### src/rtl/spi_wp_pkg.sv
// Package: shared constants of the SPI write-protect status block.
// Assumes MSB-first opcodes and the status bit layout listed in the brief.
package spi_wp_pkg;
    localparam logic [7:0] OP_SET_WEL   = 8'b0000_0110;
    localparam logic [7:0] OP_CLR_WEL   = 8'b0000_0100;
    localparam logic [7:0] OP_WR_STATUS = 8'b0000_0001;

    localparam int unsigned BIT_LOCK_EN = 7;
    localparam int unsigned BIT_BP_HI   = 3;
    localparam int unsigned BIT_BP_LO   = 2;
    localparam int unsigned BIT_WEL     = 1;
    localparam int unsigned BIT_BUSY    = 0;

    // Bits of the status byte that a status write may change.
    localparam logic [7:0] NV_MASK = 8'b1000_1100;
endpackage

### src/rtl/spi_wp_shifter.sv
// Module: SPI mode-0 frame collector.
// Samples the SPI clock and data with the system clock and counts rising
// edges while chip-select is low. It keeps the last FRAME_W bits and
// reports a one-cycle frame end when chip-select rises.
// Assumes the SPI inputs are synchronous to clk and that each SPI clock
// phase lasts at least one clk period.
module spi_wp_shifter #(
    parameter int unsigned FRAME_W = 16,
    parameter int unsigned CNT_W   = 5
) (
    input  logic               clk,
    input  logic               rst_n,
    input  logic               cs_n,
    input  logic               sck,
    input  logic               mosi,
    output logic               frame_end,
    output logic [CNT_W-1:0]   frame_cnt,
    output logic [FRAME_W-1:0] frame_bits
);
    localparam logic [CNT_W-1:0] CNT_MAX = {CNT_W{1'b1}};

    logic               sck_q;
    logic               cs_q;
    logic [CNT_W-1:0]   cnt_q;
    logic [FRAME_W-1:0] sh_q;
    logic               sck_rise;

    // Purpose: rising SPI clock edge inside a frame.
    assign sck_rise  = sck & ~sck_q & ~cs_n;
    // Purpose: frame boundary on chip-select rising.
    assign frame_end = cs_n & ~cs_q;
    assign frame_cnt = cnt_q;
    assign frame_bits = sh_q;

    // Purpose: edge history, saturating clock count and shift register.
    always_ff @(posedge clk) begin
        if (!rst_n) begin
            sck_q <= 1'b0;
            cs_q  <= 1'b1;
            cnt_q <= '0;
            sh_q  <= '0;
        end else begin
            sck_q <= sck;
            cs_q  <= cs_n;
            if (cs_n) begin
                cnt_q <= '0;
            end else if (sck_rise && cnt_q != CNT_MAX) begin
                cnt_q <= cnt_q + 1'b1;
            end
            if (sck_rise) begin
                sh_q <= {sh_q[FRAME_W-2:0], mosi};
            end
        end
    end

    AST_CNT_CLEARED: assert property (@(posedge clk) disable iff (!rst_n)
        cs_n |=> (cnt_q == '0));
endmodule

### src/rtl/spi_wp_cmd.sv
// Module: instruction decoder and status register.
// Acts on completed frames. Eight-clock frames set or clear the write-enable
// latch. A sixteen-clock status write loads the nonvolatile bits if the
// latch is set and the hardware lock is off, and then clears the latch.
// Assumes frame_cnt and frame_bits are valid in the cycle frame_end is high.
module spi_wp_cmd
    import spi_wp_pkg::*;
#(
    parameter int unsigned FRAME_W = 16,
    parameter int unsigned CNT_W   = 5
) (
    input  logic               clk,
    input  logic               rst_n,
    input  logic               frame_end,
    input  logic [CNT_W-1:0]   frame_cnt,
    input  logic [FRAME_W-1:0] frame_bits,
    input  logic               wp_n,
    output logic [1:0]         bp,
    output logic               hw_lock,
    output logic [7:0]         status
);
    localparam logic [CNT_W-1:0] LEN_SHORT = CNT_W'(8);
    localparam logic [CNT_W-1:0] LEN_LONG  = CNT_W'(FRAME_W);

    logic [7:0] nv_q;
    logic       wel_q;
    logic       do_set;
    logic       do_clr;
    logic       do_wrsr;
    logic [7:0] wr_data;

    // Purpose: classify the frame that just ended.
    always_comb begin
        do_set  = frame_end && frame_cnt == LEN_SHORT && frame_bits[7:0] == OP_SET_WEL;
        do_clr  = frame_end && frame_cnt == LEN_SHORT && frame_bits[7:0] == OP_CLR_WEL;
        do_wrsr = frame_end && frame_cnt == LEN_LONG && wel_q
                  && frame_bits[FRAME_W-1 -: 8] == OP_WR_STATUS;
        wr_data = frame_bits[7:0] & NV_MASK;
    end

    // Purpose: hardware lock from the pin and the lock-enable bit.
    assign hw_lock = ~wp_n & nv_q[BIT_LOCK_EN];
    assign bp      = nv_q[BIT_BP_HI:BIT_BP_LO];

    // Purpose: update the nonvolatile bits and the write-enable latch.
    always_ff @(posedge clk) begin
        if (!rst_n) begin
            nv_q  <= '0;
            wel_q <= 1'b0;
        end else if (do_wrsr) begin
            if (!hw_lock) begin
                nv_q <= wr_data;
            end
            wel_q <= 1'b0;
        end else if (do_set) begin
            wel_q <= 1'b1;
        end else if (do_clr) begin
            wel_q <= 1'b0;
        end
    end

    // Purpose: assemble the status byte; the busy bit is always clear.
    always_comb begin
        status           = nv_q;
        status[BIT_WEL]  = wel_q;
        status[BIT_BUSY] = 1'b0;
    end

    AST_LOCK_FREEZES: assert property (@(posedge clk) disable iff (!rst_n)
        ($past(rst_n) && $past(hw_lock)) |-> $stable(nv_q));
    AST_NEEDS_WEL: assert property (@(posedge clk) disable iff (!rst_n)
        ($past(rst_n) && !$stable(nv_q)) |-> $past(wel_q));
    AST_EXACT_LENGTH: assert property (@(posedge clk) disable iff (!rst_n)
        ($past(rst_n) && !$stable(nv_q)) |-> ($past(frame_cnt) == LEN_LONG));
    AST_WEL_FALLS_AT_END: assert property (@(posedge clk) disable iff (!rst_n)
        ($past(rst_n) && $fell(wel_q)) |-> $past(frame_end));
endmodule

### src/rtl/spi_wp_range.sv
// Module: block-protect address comparator.
// Splits the address space into NSEG equal segments. The block-protect code
// picks how many top segments are locked: 0, 1, 2 or all. The output is
// combinational.
// Assumes NSEG is 4, which the two-bit block-protect code requires.
module spi_wp_range #(
    parameter int unsigned ADDR_W = 12,
    parameter int unsigned NSEG   = 4
) (
    input  logic              clk,
    input  logic              rst_n,
    input  logic [1:0]        bp,
    input  logic [ADDR_W-1:0] addr,
    output logic              locked
);
    localparam int unsigned SEG_SIZE = (1 << ADDR_W) / NSEG;
    localparam int unsigned NW       = $clog2(NSEG) + 2;

    logic [NW-1:0]   nlock;
    logic [NSEG-1:0] above;
    logic [NSEG-1:0] seg_lock;

    // Purpose: number of locked top segments for each code.
    always_comb begin
        case (bp)
            2'b00:   nlock = '0;
            2'b01:   nlock = NW'(1);
            2'b10:   nlock = NW'(2);
            default: nlock = NW'(NSEG);
        endcase
    end

    // Purpose: per-segment base compare and lock mask.
    for (genvar s = 0; s < NSEG; s++) begin : g_seg
        if (s == 0) begin : g_first
            assign above[s] = 1'b1;
        end else begin : g_rest
            assign above[s] = addr >= ADDR_W'(s * SEG_SIZE);
        end
        assign seg_lock[s] = (NW'(s) + nlock) >= NW'(NSEG);
    end

    // Purpose: locked when the address reaches the lowest locked segment.
    assign locked = |(above & seg_lock);

    AST_CODE_NONE: assert property (@(posedge clk) disable iff (!rst_n)
        (bp == 2'b00) |-> !locked);
    AST_CODE_ALL: assert property (@(posedge clk) disable iff (!rst_n)
        (bp == 2'b11) |-> locked);
endmodule

### src/rtl/spi_wp_status.sv
// Module: top of the SPI write-protect status block.
// Connects the frame collector, the decoder and status register, and the
// address comparator. The serial data-out is never driven by this block.
// Assumes SPI mode 0 and inputs synchronous to clk.
module spi_wp_status #(
    parameter int unsigned ADDR_W = 12
) (
    input  logic              clk,
    input  logic              rst_n,
    input  logic              spi_cs_n,
    input  logic              spi_sck,
    input  logic              spi_mosi,
    output logic              spi_miso,
    output logic              spi_miso_oe,
    input  logic              wp_n,
    input  logic [ADDR_W-1:0] addr,
    output logic              addr_locked,
    output logic              hw_lock,
    output logic [7:0]        status
);
    localparam int unsigned FRAME_W = 16;
    localparam int unsigned CNT_W   = $clog2(FRAME_W) + 1;
    localparam int unsigned NSEG    = 4;

    logic               frame_end;
    logic [CNT_W-1:0]   frame_cnt;
    logic [FRAME_W-1:0] frame_bits;
    logic [1:0]         bp;

    // Purpose: data-out stays high-impedance for every supported frame.
    assign spi_miso    = 1'b0;
    assign spi_miso_oe = 1'b0;

    spi_wp_shifter #(.FRAME_W(FRAME_W), .CNT_W(CNT_W)) u_shift (
        .clk        (clk),
        .rst_n      (rst_n),
        .cs_n       (spi_cs_n),
        .sck        (spi_sck),
        .mosi       (spi_mosi),
        .frame_end  (frame_end),
        .frame_cnt  (frame_cnt),
        .frame_bits (frame_bits)
    );

    spi_wp_cmd #(.FRAME_W(FRAME_W), .CNT_W(CNT_W)) u_cmd (
        .clk        (clk),
        .rst_n      (rst_n),
        .frame_end  (frame_end),
        .frame_cnt  (frame_cnt),
        .frame_bits (frame_bits),
        .wp_n       (wp_n),
        .bp         (bp),
        .hw_lock    (hw_lock),
        .status     (status)
    );

    spi_wp_range #(.ADDR_W(ADDR_W), .NSEG(NSEG)) u_range (
        .clk    (clk),
        .rst_n  (rst_n),
        .bp     (bp),
        .addr   (addr),
        .locked (addr_locked)
    );

    AST_LOCK_PIN: assert property (@(posedge clk) disable iff (!rst_n)
        wp_n |-> !hw_lock);
endmodule

### config.mk
export PLATFORM = sky130hd
export DESIGN_NAME = spi_wp_status
export DESIGN_NICKNAME = d
export VERILOG_FILES = /design/src/rtl/spi_wp_pkg.sv /design/src/rtl/spi_wp_shifter.sv /design/src/rtl/spi_wp_cmd.sv /design/src/rtl/spi_wp_range.sv /design/src/rtl/spi_wp_status.sv
export SDC_FILE = /design/constraint.sdc
export NUM_CORES = 1
export LEC_CHECK = 0
export ABC_AREA = 1
export BUFFER_PORTS_ARGS = -buffer_cell sky130_fd_sc_hd__buf_4
export CAP_MARGIN = 10
export CORE_UTILIZATION = 40
export DETAILED_ROUTE_END_ITERATION = 10
export PLACE_DENSITY = 0.69
export REMOVE_ABC_BUFFERS = 1
export SYNTH_ARGS = -nofsm -noshare
export SYNTH_HDL_FRONTEND = slang
export SYNTH_HIERARCHICAL = 1
export SYNTH_SLANG_ARGS = --single-unit
### constraint.sdc
create_clock -name clk -period 2.9 [get_ports clk]
set_clock_uncertainty 0.1 [all_clocks]
set_input_delay 0 -clock clk [delete_from_list [all_inputs] [get_ports clk]]
set_output_delay 0 -clock clk [all_outputs]
set_load 0.01 [all_outputs]
==> impl_metrics.toml, run 1 <==
[synth]
cell_area_after_synthesis_mm2 = 0.001394
yosys_warnings = 6
ys_seq_elements = 27
netlist-cell-type-count = 25
synth_edf_count = 0
sequential_area_share_after_synthesis_pct = 38.78
synth_area_per_inst_um2 = 6.900
flip_flop_cell_with_the_highest_count_after_synthesis = "sky130_fd_sc_hd__dfxtp_1"
synth_async_sr_flop_share_pct = 0
post_synth_inst_count = 202

[layout]
finalNetCount = 239
design_area_mm2 = 0.001578
insertedDiodeCount = 0
layout.cells.most_common = "sky130_fd_sc_hd__inv_1"
final_cell_mix = "sky130_fd_sc_hd__inv_1 (34), sky130_fd_sc_hd__nand2_1 (31), sky130_fd_sc_hd__nor2_1 (30)"
final-instance-count-excl-fill = 264
layout-area-overhead-vs-synth_pct = 13.20
layout-drive-gt1-share_pct = 14.22

[global_routing]
first_pass_grt_wire_length_um = 4008
number_of_antenna_violations_at_the_first_check_in_global_routing = 0
globalRouteOverflowTotal = 0
grt_pass1_vias = 972
grt_start_max_net_pins = 34
grt.total_usage_pct = 14.23

[clocking]
clock_tree.buffer_depth = 2
cts_root_buffer = "sky130_fd_sc_hd__clkbuf_4"
tritoncts.num_buffers = 3
cts.sinks = 27
cts_tree = "done"
post_cts_buffers = 0
insertion_delay_ns = 0.32
post_cts_resize_count = 0
postCtsHoldBufs = 8
htreeDepth = 1
cts.reportedPaths.clkPinSlew_ns = 0.16

[route]
detail_route.wirelength_um = 2356
ant_nets = 0
detail_route.wl_per_cell_um = 8.924
drt_pre_antenna_iters = 4
vias_per_cell = 4.375
drt_first_iter_violations = 37
dr_total_vias = 1155
drc = 0

[timing]
maxClockFrequency_mhz = 565.1
period_needed_ns = 1.770
setup_repair_after_global_routing_missed_its_margin = "no"
finalHoldViolCount = 0
fin_crit_sh_pct = 61.02
setup_total_negative_slack_ns = 0
setup_viol = 0
report.final.slew_viol_count = 0

[flow_run]
cap_viol_max_count = 0

[power]
power.internal_w = 0.0004747
leakage_nw = 0.6759
power.ir.vdd_worst_mv = 0.2733
netSwitchingPower_w = 0.0001757
power.density_mw_per_mm2 = 412.2
power.clock.fraction_pct = 25.8
p_sw_share_pct = 27.02
seq_power_share_pct = 61.9
power_frac_comb_pct = 12.3

[setup_path]
worstPathMaxFanout = 33
critPathArrivalTime_ns = 1.90
timing.critical_path.to_type = "register"
cp_data_required_time_ns = 3.03
startpoint_kind_of_the_worst_setup_timing_path = "input pin"
critical_path_class = "in -> reg"

[run_status]
status = "complete, no violations"

[die]
io_pins = 30
die_h_um = 61.03
core_area_mm2 = 0.003337
die_area_mm2 = 0.003725
die_x_um = 61.03
row_count = 21
floorplan.initialDensity_pct = 41.77

[place]
gpl_wtd_cong = 0.7687
dp.final_hpwl_um = 1580
placed_cells_incl_taps = 252
placement.cell_area_mm2 = 0.001468
placement.io_buffers = 13

[hold_path]
hold_class = "in -> out"
==> area by class of cell <==
class                   count  area, um2
flip-flops and latches     27      540.5
inverters                  38      142.6
repair buffers             21      177.7
clock inverters             1      7.507
fillers                   370       1759
clock buffers               3      22.52
multi-input cells         128      629.4
well taps                  46      57.56
==> kinds of logic (layout without fill, tap and decap cells) <==
family / after synthesis / count (layout) / synth area share (%)
buffers and inverters: 51 / 63 / 17.14
adders and majority gates: 2 / 2 / 1.795
DFF: 27 / 27 / 38.78
and+or+nand+nor: 81 / 81 / 27.47
AOI/OAI and AO/OA: 38 / 38 / 13.64
other: 2 / 6 / 0.5388
xor gates and xnor gates: 1 / 1 / 0.6285
==> stage by stage <==
step	hold WS [ns]	power, W	setup slack, ns	util [%]
after CTS	0.2021	0.0006614	1.173	47.28
after floorplan	-0.006547	0.0004581	1.432	-
final	0.1978	0.0006504	1.130	47.28
after detailed placement	0.1250	0.0004813	1.287	43.98
after global routing	0.2335	0.0006855	1.004	47.28
after global placement	0.1227	0.0004800	1.302	43.98
==> metal layers <==
metal	share of wire, %	routed length, um	track usage, %	vias up
li1	-	-	-	638
met2	48	1123	23.91	12
met5	0	0	0	-
met4	1.1	27	5.844	0
met3	1.3	31	1.261	2
met1	50	1173	18.82	503
==> power by group through the flow <==
stage / logic, W / clock network, W / registers [W]
final: 0.0000801 / 0.000168 / 0.000402
after global routing: 0.0000932 / 0.000187 / 0.000406
after CTS: 0.0000798 / 0.000179 / 0.000402
after detailed placement: 0.0000708 / 0 / 0.000411
after global placement: 0.0000697 / 0 / 0.000410
after floorplan: 0.0000512 / 0 / 0.000407
==> flip-flops by register name, summed over array words and instances (netlist names) <==
| register | count |
|---|---|
| u_cmd/nv_q | 3 |
| u_shift/frame_cnt | 5 |
| u_shift/cs_q | 1 |
| u_cmd/wel_q | 1 |
| u_shift/sck_q | 1 |
| u_shift/frame_bits | 16 |
==> worst paths after layout <==
kind,start,to,slack [ns],depth (start not counted)
min reg2reg,u_shift/frame_bits[6],u_shift/frame_bits[6],0.37,2
max reg2reg,u_shift/sck_q,u_shift/frame_bits[0],1.14,5
max,spi_cs_n,u_shift/frame_bits[0],1.13,7
min,addr[11],addr_locked,0.20,4
==> Yosys cell counts (3+ instances only) <==
cell | count | area share (%)
sky130_fd_sc_hd__nand2_1 | 31 | 8.3
sky130_fd_sc_hd__inv_1 | 34 | 9.2
sky130_fd_sc_hd__nor2_4 | 3 | 2.4
sky130_fd_sc_hd__nand3_1 | 3 | 1.1
sky130_fd_sc_hd__dfxtp_1 | 27 | 39
sky130_fd_sc_hd__a21oi_1 | 19 | 6.8
sky130_fd_sc_hd__o21ai_0 | 8 | 2.9
sky130_fd_sc_hd__buf_4 | 10 | 5.4
sky130_fd_sc_hd__nor2_1 | 30 | 8.1
sky130_fd_sc_hd__o21ai_1 | 11 | 3.9
sky130_fd_sc_hd__inv_2 | 4 | 1.1
sky130_fd_sc_hd__nand4_1 | 4 | 1.8
==> worst max-delay path, stage by stage <==
cell and delay [ns]:
sky130_fd_sc_hd__dlygate4sd3_1 0.54, sky130_fd_sc_hd__buf_4 0.14, sky130_fd_sc_hd__inv_2 0.07, sky130_fd_sc_hd__nand3_4 0.28, sky130_fd_sc_hd__o21ai_1 0.24, sky130_fd_sc_hd__dlygate4sd3_1 0.58, sky130_fd_sc_hd__a21oi_1 0.04
Note: power is estimated with default switching activity, not from simulation.
==> run 2, diff against run 1 <==
==> constraint.sdc (replaced) <==
create_clock -name clk -period 1.68 [get_ports clk]
set_clock_uncertainty 0.1 [all_clocks]
set_input_delay 0 -clock clk [delete_from_list [all_inputs] [get_ports clk]]
set_output_delay 0 -clock clk [all_outputs]
set_load 0.01 [all_outputs]
==> run 2 against run 1 <==
  * Critical path depth is 1 higher
  * Die area stayed put
  * Utilization is 0.075 points higher
  * Hold slack hardly changed
  * Global-route usage is 0.11 points higher
  * Largest cell class unchanged
  * Largest power group unchanged
==> impl_metrics.toml, run 2 (synthesis gave the netlist of run 1 again) <==
[setup_path]
startpoint_kind_of_the_worst_setup_timing_path = "register"
crit_path_cell_trace = "ha_1, nand2_1, nor2_1, ha_1, inv_1, nand4_1, o21ai_0, nor2_1"
slowest_cell_delay_on_critical_path_ns = 0.34
timing.critical_path.to_type = "register"
crit-reg2reg-launch = "u_shift/frame_cnt[0]"
timing.reg2reg.worst_path_depth = 8
startpoint = "u_shift/frame_cnt[0]"
critPathArrivalTime_ns = 1.70
critical_path_class = "reg -> reg"
cp_data_required_time_ns = 1.81
crit_slowest_cell = "sky130_fd_sc_hd__dfxtp_1"
worstPathMaxFanout = 4

[clocking]
post_cts_buffers = 0
insertion_delay_ns = 0.33
cts.sinks = 27
tritoncts.num_buffers = 3
htreeDepth = 1
clock_tree.buffer_depth = 2
cts.reportedPaths.clkPinSlew_ns = 0.14
cts_root_buffer = "sky130_fd_sc_hd__clkbuf_4"
cts_tree = "done"

[route]
vias_per_cell = 4.328
ant_nets = 0
detail_route.wl_per_cell_um = 8.743
detail_route.wirelength_um = 2317
drc = 0
drt_pre_antenna_iters = 4
drt_first_iter_violations = 22
dr_total_vias = 1147

[layout]
final_cell_mix = "sky130_fd_sc_hd__inv_1 (34), sky130_fd_sc_hd__nand2_1 (31), sky130_fd_sc_hd__nor2_1 (30)"
final-instance-count-excl-fill = 265
layout-drive-gt1-share_pct = 15.53
layout-area-overhead-vs-synth_pct = 13.38
layout.core_utilization_pct = 47.36
layout.cells.most_common = "sky130_fd_sc_hd__inv_1"
finalNetCount = 240
insertedDiodeCount = 0
largest_register_ff_count = 16

[die]
die_area_mm2 = 0.003725
io_pins = 30
die_h_um = 61.03
die_x_um = 61.03
core_area_mm2 = 0.003337
row_count = 21
floorplan.initialDensity_pct = 41.77

[global_routing]
globalRouteOverflowTotal = 0
grt_pass1_vias = 1019
number_of_antenna_violations_at_the_first_check_in_global_routing = 0
grt_start_max_net_pins = 34
first_pass_grt_wire_length_um = 4015
grt.total_usage_pct = 14.34

[run_status]
status = "complete, no violations"

[power]
seq_power_share_pct = 61.6
power.density_mw_per_mm2 = 711.4
power.internal_w = 0.0008180
power_frac_comb_pct = 12.3
leakage_nw = 0.6827
netSwitchingPower_w = 0.0003062
power.ir.vdd_worst_mv = 0.4831
report.power.total_w = 0.001124
power.clock.fraction_pct = 26.1
p_sw_share_pct = 27.24

[place]
placement.io_buffers = 13
gpl_wtd_cong = 0.8162
placed_cells_incl_taps = 255
post_placement_worst_setup_slack_ns = 0.1505
dp.final_hpwl_um = 1666

[timing]
finalHoldViolCount = 0
maxClockFrequency_mhz = 638.1
fin_crit_sh_pct = 93.28
report.final.slew_viol_count = 0
setup_repair_after_global_routing_missed_its_margin = "no"
setup_viol = 0
period_needed_ns = 1.567
final.setup.worst_slack_ns = 0.1129
setup_total_negative_slack_ns = 0

[hold_path]
hold_class = "in -> out"
whs_path_depth = 4
worstHoldStart = "addr[11]"

[flow_run]
cap_viol_max_count = 0
-- run 2: cell types whose count changed in the layout (fill, tap and decap cells not counted), sizes merged --
cell / change
dlygate4sd3: -2
buf: +3
-- run 2: critical path: cells and delay by family, from the launching register on --
family / cells / cell delay, ns
compound gates: 1 / 0.20
fa+ha+maj: 2 / 0.44
buf+inv: 1 / 0.07
flops: 1 / 0.34
simple gates: 4 / 0.34
-- run 2: final cells by class --
cell class	instances	area (um2)
Clock inverter	1	7.507
Tap cell	46	57.56
Sequential cell	27	540.5
Multi-Input combinational cell	128	629.4
Fill cell	346	1757
Inverter	38	142.6
Timing Repair Buffer	22	180.2
Clock buffer	3	22.52
-- run 2: stage by stage --
| stage | instance area (um2) | hold slack (ns) |
|---|---|---|
| finish | 1580 | 0.1974 |
| global route | 1580 | 0.2401 |
| CTS | 1580 | 0.2015 |
| detailed placement | 1490 | 0.1251 |
| global placement | 1490 | 0.1228 |
| floorplan | 1313 | -0.006547 |
-- run 2: worst paths after layout --
check / endpoint / slack (ns)
min: addr_locked / 0.20
min reg2reg: u_shift/frame_bits[6] / 0.37
max reg2reg: u_shift/frame_cnt[4] / 0.11
max: u_shift/frame_cnt[4] / 0.11
-- run 2: power groups by stage --
stage          clock, W  sequential [W]  combinational [W]
6_report       0.000293        0.000693           0.000138
4_1_cts        0.000303        0.000693           0.000138
3_3_place_gp          0        0.000707           0.000124
5_1_grt        0.000331        0.000699           0.000160
2_1_floorplan         0        0.000703          0.0000883
3_5_place_dp          0        0.000707           0.000127
-- run 2: metal layers --
layer  GRT usage (%)  share of wire (%)  vias to the layer above  wire length, um
met3           1.891                1.1                        4               25
met2           23.91                 48                       12             1101
met4           6.818                1.8                        0               41
met1           18.36                 50                      489             1149
met5               0                  0                        -                0
li1                -                  -                      642                -
-- run 2: repair_timing --
action / CTS / global route
hold buffers: 6 / 0
endpoints found under the setup margin: 0 / 1
hold endpoints to repair: 27 / 0
gates resized for setup: 0 / 1
==> run 3, diff against run 2 <==
--- a/config.mk
+++ b/config.mk
@@ -11,7 +11,6 @@
 export CORE_UTILIZATION = 40
 export DETAILED_ROUTE_END_ITERATION = 10
 export PLACE_DENSITY = 0.69
-export REMOVE_ABC_BUFFERS = 1
 export SYNTH_ARGS = -nofsm -noshare
 export SYNTH_HDL_FRONTEND = slang
 export SYNTH_HIERARCHICAL = 1
==> run 3 against run 2 <==
  * Power decreased by 1.5%
  * Hold slack better by 0.0074 ns
  * Combinational power about the same
  * First-iteration DRC count increased by 120%
  * Via count is 0.61% lower
  * Sequential power is essentially flat
  * Worst setup slack improved by 0.048 ns
  * Critical path depth unchanged
==> impl_metrics.toml, run 3 (synthesis gave the netlist of run 1 again) <==
[timing]
setup_total_negative_slack_ns = 0
period_needed_ns = 1.520
fin_crit_sh_pct = 90.45
setup_viol = 0
report.final.slew_viol_count = 0
maxClockFrequency_mhz = 658.1
setup_repair_after_global_routing_missed_its_margin = "no"
finalHoldViolCount = 0

[setup_path]
crit_path_cell_trace = "ha_1, nand2_1, nor2_1, ha_1, inv_1, nand4_1, o21ai_0, nor2_1"
worstPathMaxFanout = 4
timing.critical_path.to_type = "register"
critPathArrivalTime_ns = 1.65
crit_slowest_cell = "sky130_fd_sc_hd__dfxtp_1"
timing.reg2reg.worst_path_depth = 8
cp_num_buf_inv = 1
crit-reg2reg-launch = "u_shift/frame_cnt[0]"
rrSetupSlack_ns = 0.16
startpoint_kind_of_the_worst_setup_timing_path = "register"
cp_data_required_time_ns = 1.81
critical-path-top-delay-family = "adder cells"
r2r-end = "u_shift/frame_cnt[4]"
critical_path_class = "reg -> reg"
slowest_cell_delay_on_critical_path_ns = 0.34

[route]
dr_total_vias = 1140
detail_route.wirelength_um = 2318
drc = 0
vias_per_cell = 4.286
ant_nets = 0
drt_pre_antenna_iters = 4
detail_route.wl_per_cell_um = 8.714
drt_first_iter_violations = 48

[clocking]
tritoncts.num_buffers = 3
clock_tree.buffer_depth = 2
cts_tree = "done"
cts_root_buffer = "sky130_fd_sc_hd__clkbuf_4"
post_cts_resize_count = 0
htreeDepth = 1
cts.sinks = 27
cts.reportedPaths.clkPinSlew_ns = 0.14
post_cts_buffers = 0
insertion_delay_ns = 0.32

[power]
seq_power_share_pct = 62.6
netSwitchingPower_w = 0.0002916
power.clock.fraction_pct = 25.0
report.power.total_w = 0.001107
p_sw_share_pct = 26.34
leakage_nw = 0.6919
power_frac_comb_pct = 12.4
power.ir.vdd_worst_mv = 0.4194
power.density_mw_per_mm2 = 698.5
power.internal_w = 0.0008157

[hold_path]
whs_path_depth = 4
worstHoldStart = "addr[11]"
hold_end = "addr_locked"
hold_class = "in -> out"

[run_status]
status = "complete, no violations"

[layout]
final_cell_mix = "sky130_fd_sc_hd__inv_1 (34), sky130_fd_sc_hd__nand2_1 (31), sky130_fd_sc_hd__nor2_1 (30)"
layout-drive-gt1-share_pct = 15.91
layout.cells.most_common = "sky130_fd_sc_hd__inv_1"
finalNetCount = 241
layout-area-overhead-vs-synth_pct = 13.73
largest_register_ff_count = 16
insertedDiodeCount = 0

[global_routing]
grt.total_usage_pct = 14.25
globalRouteOverflowTotal = 0
busiest_layer = "met2"
global_route.usage.met3_pct = 3.782
grt.met2_usage_pct = 23.14
use_met1_pct = 19.14
first_pass_grt_wire_length_um = 4029
grt_pass1_vias = 975
grt_start_max_net_pins = 34
number_of_antenna_violations_at_the_first_check_in_global_routing = 0

[place]
gpl_wtd_cong = 0.7537
dp.final_hpwl_um = 1685
placement.io_buffers = 13

[die]
die_h_um = 61.03
die_area_mm2 = 0.003725
core_area_mm2 = 0.003337
row_count = 21
io_pins = 30
die_x_um = 61.03
floorplan.initialDensity_pct = 41.77

[flow_run]
cap_viol_max_count = 0
==> run 3: changes by cell type in the layout (fill, tap and decap cells not counted), sizes merged <==
cell	previous run	this run
buf	16	17
clkinv	0	1
clkinvlp	1	0
==> run 3: area by class of cell <==
| class | instances | area, um2 |
|---|---|---|
| inverters | 38 | 142.6 |
| multi-input cells | 128 | 629.4 |
| repair buffers | 23 | 187.7 |
| clock inverters | 1 | 5.005 |
| well taps | 46 | 57.56 |
| flip-flops and latches | 27 | 540.5 |
| fillers | 358 | 1752 |
| clock buffers | 3 | 22.52 |
==> run 3: power by group through the flow <==
stage               sequential [W]  combinational, W  clock (W)
finish                    0.000693          0.000137   0.000277
global route              0.000699          0.000163   0.000313
CTS                       0.000694          0.000138   0.000293
detailed placement        0.000708          0.000127          0
global placement          0.000707          0.000124          0
floorplan                 0.000703          0.000107          0
==> run 3: worst max-delay path by stage <==
stage | start | to | slack [ns] | cells after the start
after global routing | u_shift/frame_cnt[0] | u_shift/frame_cnt[4] | 0.05 | 8
final | u_shift/frame_cnt[0] | u_shift/frame_cnt[4] | 0.16 | 8
after CTS | u_shift/frame_cnt[0] | u_shift/frame_cnt[1] | 0.15 | 8
after detailed placement | u_shift/frame_cnt[0] | u_shift/frame_cnt[1] | 0.18 | 8
after floorplan | u_shift/frame_cnt[0] | u_shift/frame_cnt[4] | 0.21 | 8
after global placement | u_shift/frame_cnt[0] | u_shift/frame_cnt[1] | 0.18 | 8
==> run 3: tightest hold or removal path, stage by stage <==
cell,delay [ns]
sky130_fd_sc_hd__buf_4,0.08
sky130_fd_sc_hd__o21ai_1,0.06
sky130_fd_sc_hd__nand2_1,0.05
sky130_fd_sc_hd__buf_4,0.11
==> run 3: through the flow <==
stage / worst slack [ns] / hold WS [ns] / area (um2) / utilization [%] / instances
3_5_place_dp: 0.1795 / 0.1245 / 1498 / 44.88 / 256
2_1_floorplan: 0.2116 / -0.006547 / 1409 / - / 206
6_report: 0.1605 / 0.2047 / 1585 / 47.51 / 266
5_1_grt: 0.04856 / 0.2294 / 1585 / 47.51 / 266
4_1_cts: 0.1539 / 0.2057 / 1585 / 47.51 / 266
3_3_place_gp: 0.1768 / 0.1203 / 1498 / 44.88 / 256
==> run 3: per-layer routing <==
layer  part of all wire (%)  wire [um]  vias to the layer above
li1                       -          -                      642
met1                     52       1199                      481
met2                     45       1041                       15
met3                    2.8         64                        2
met4                   0.52         12                        0
met5                      0          0                        -
==> run 3: timing repair <==
action / 4_1_cts / 5_1_grt
endpoints found under the setup margin: 0 / 0
hold buffers: 6 / 0
endpoints found under the hold margin: 27 / 0
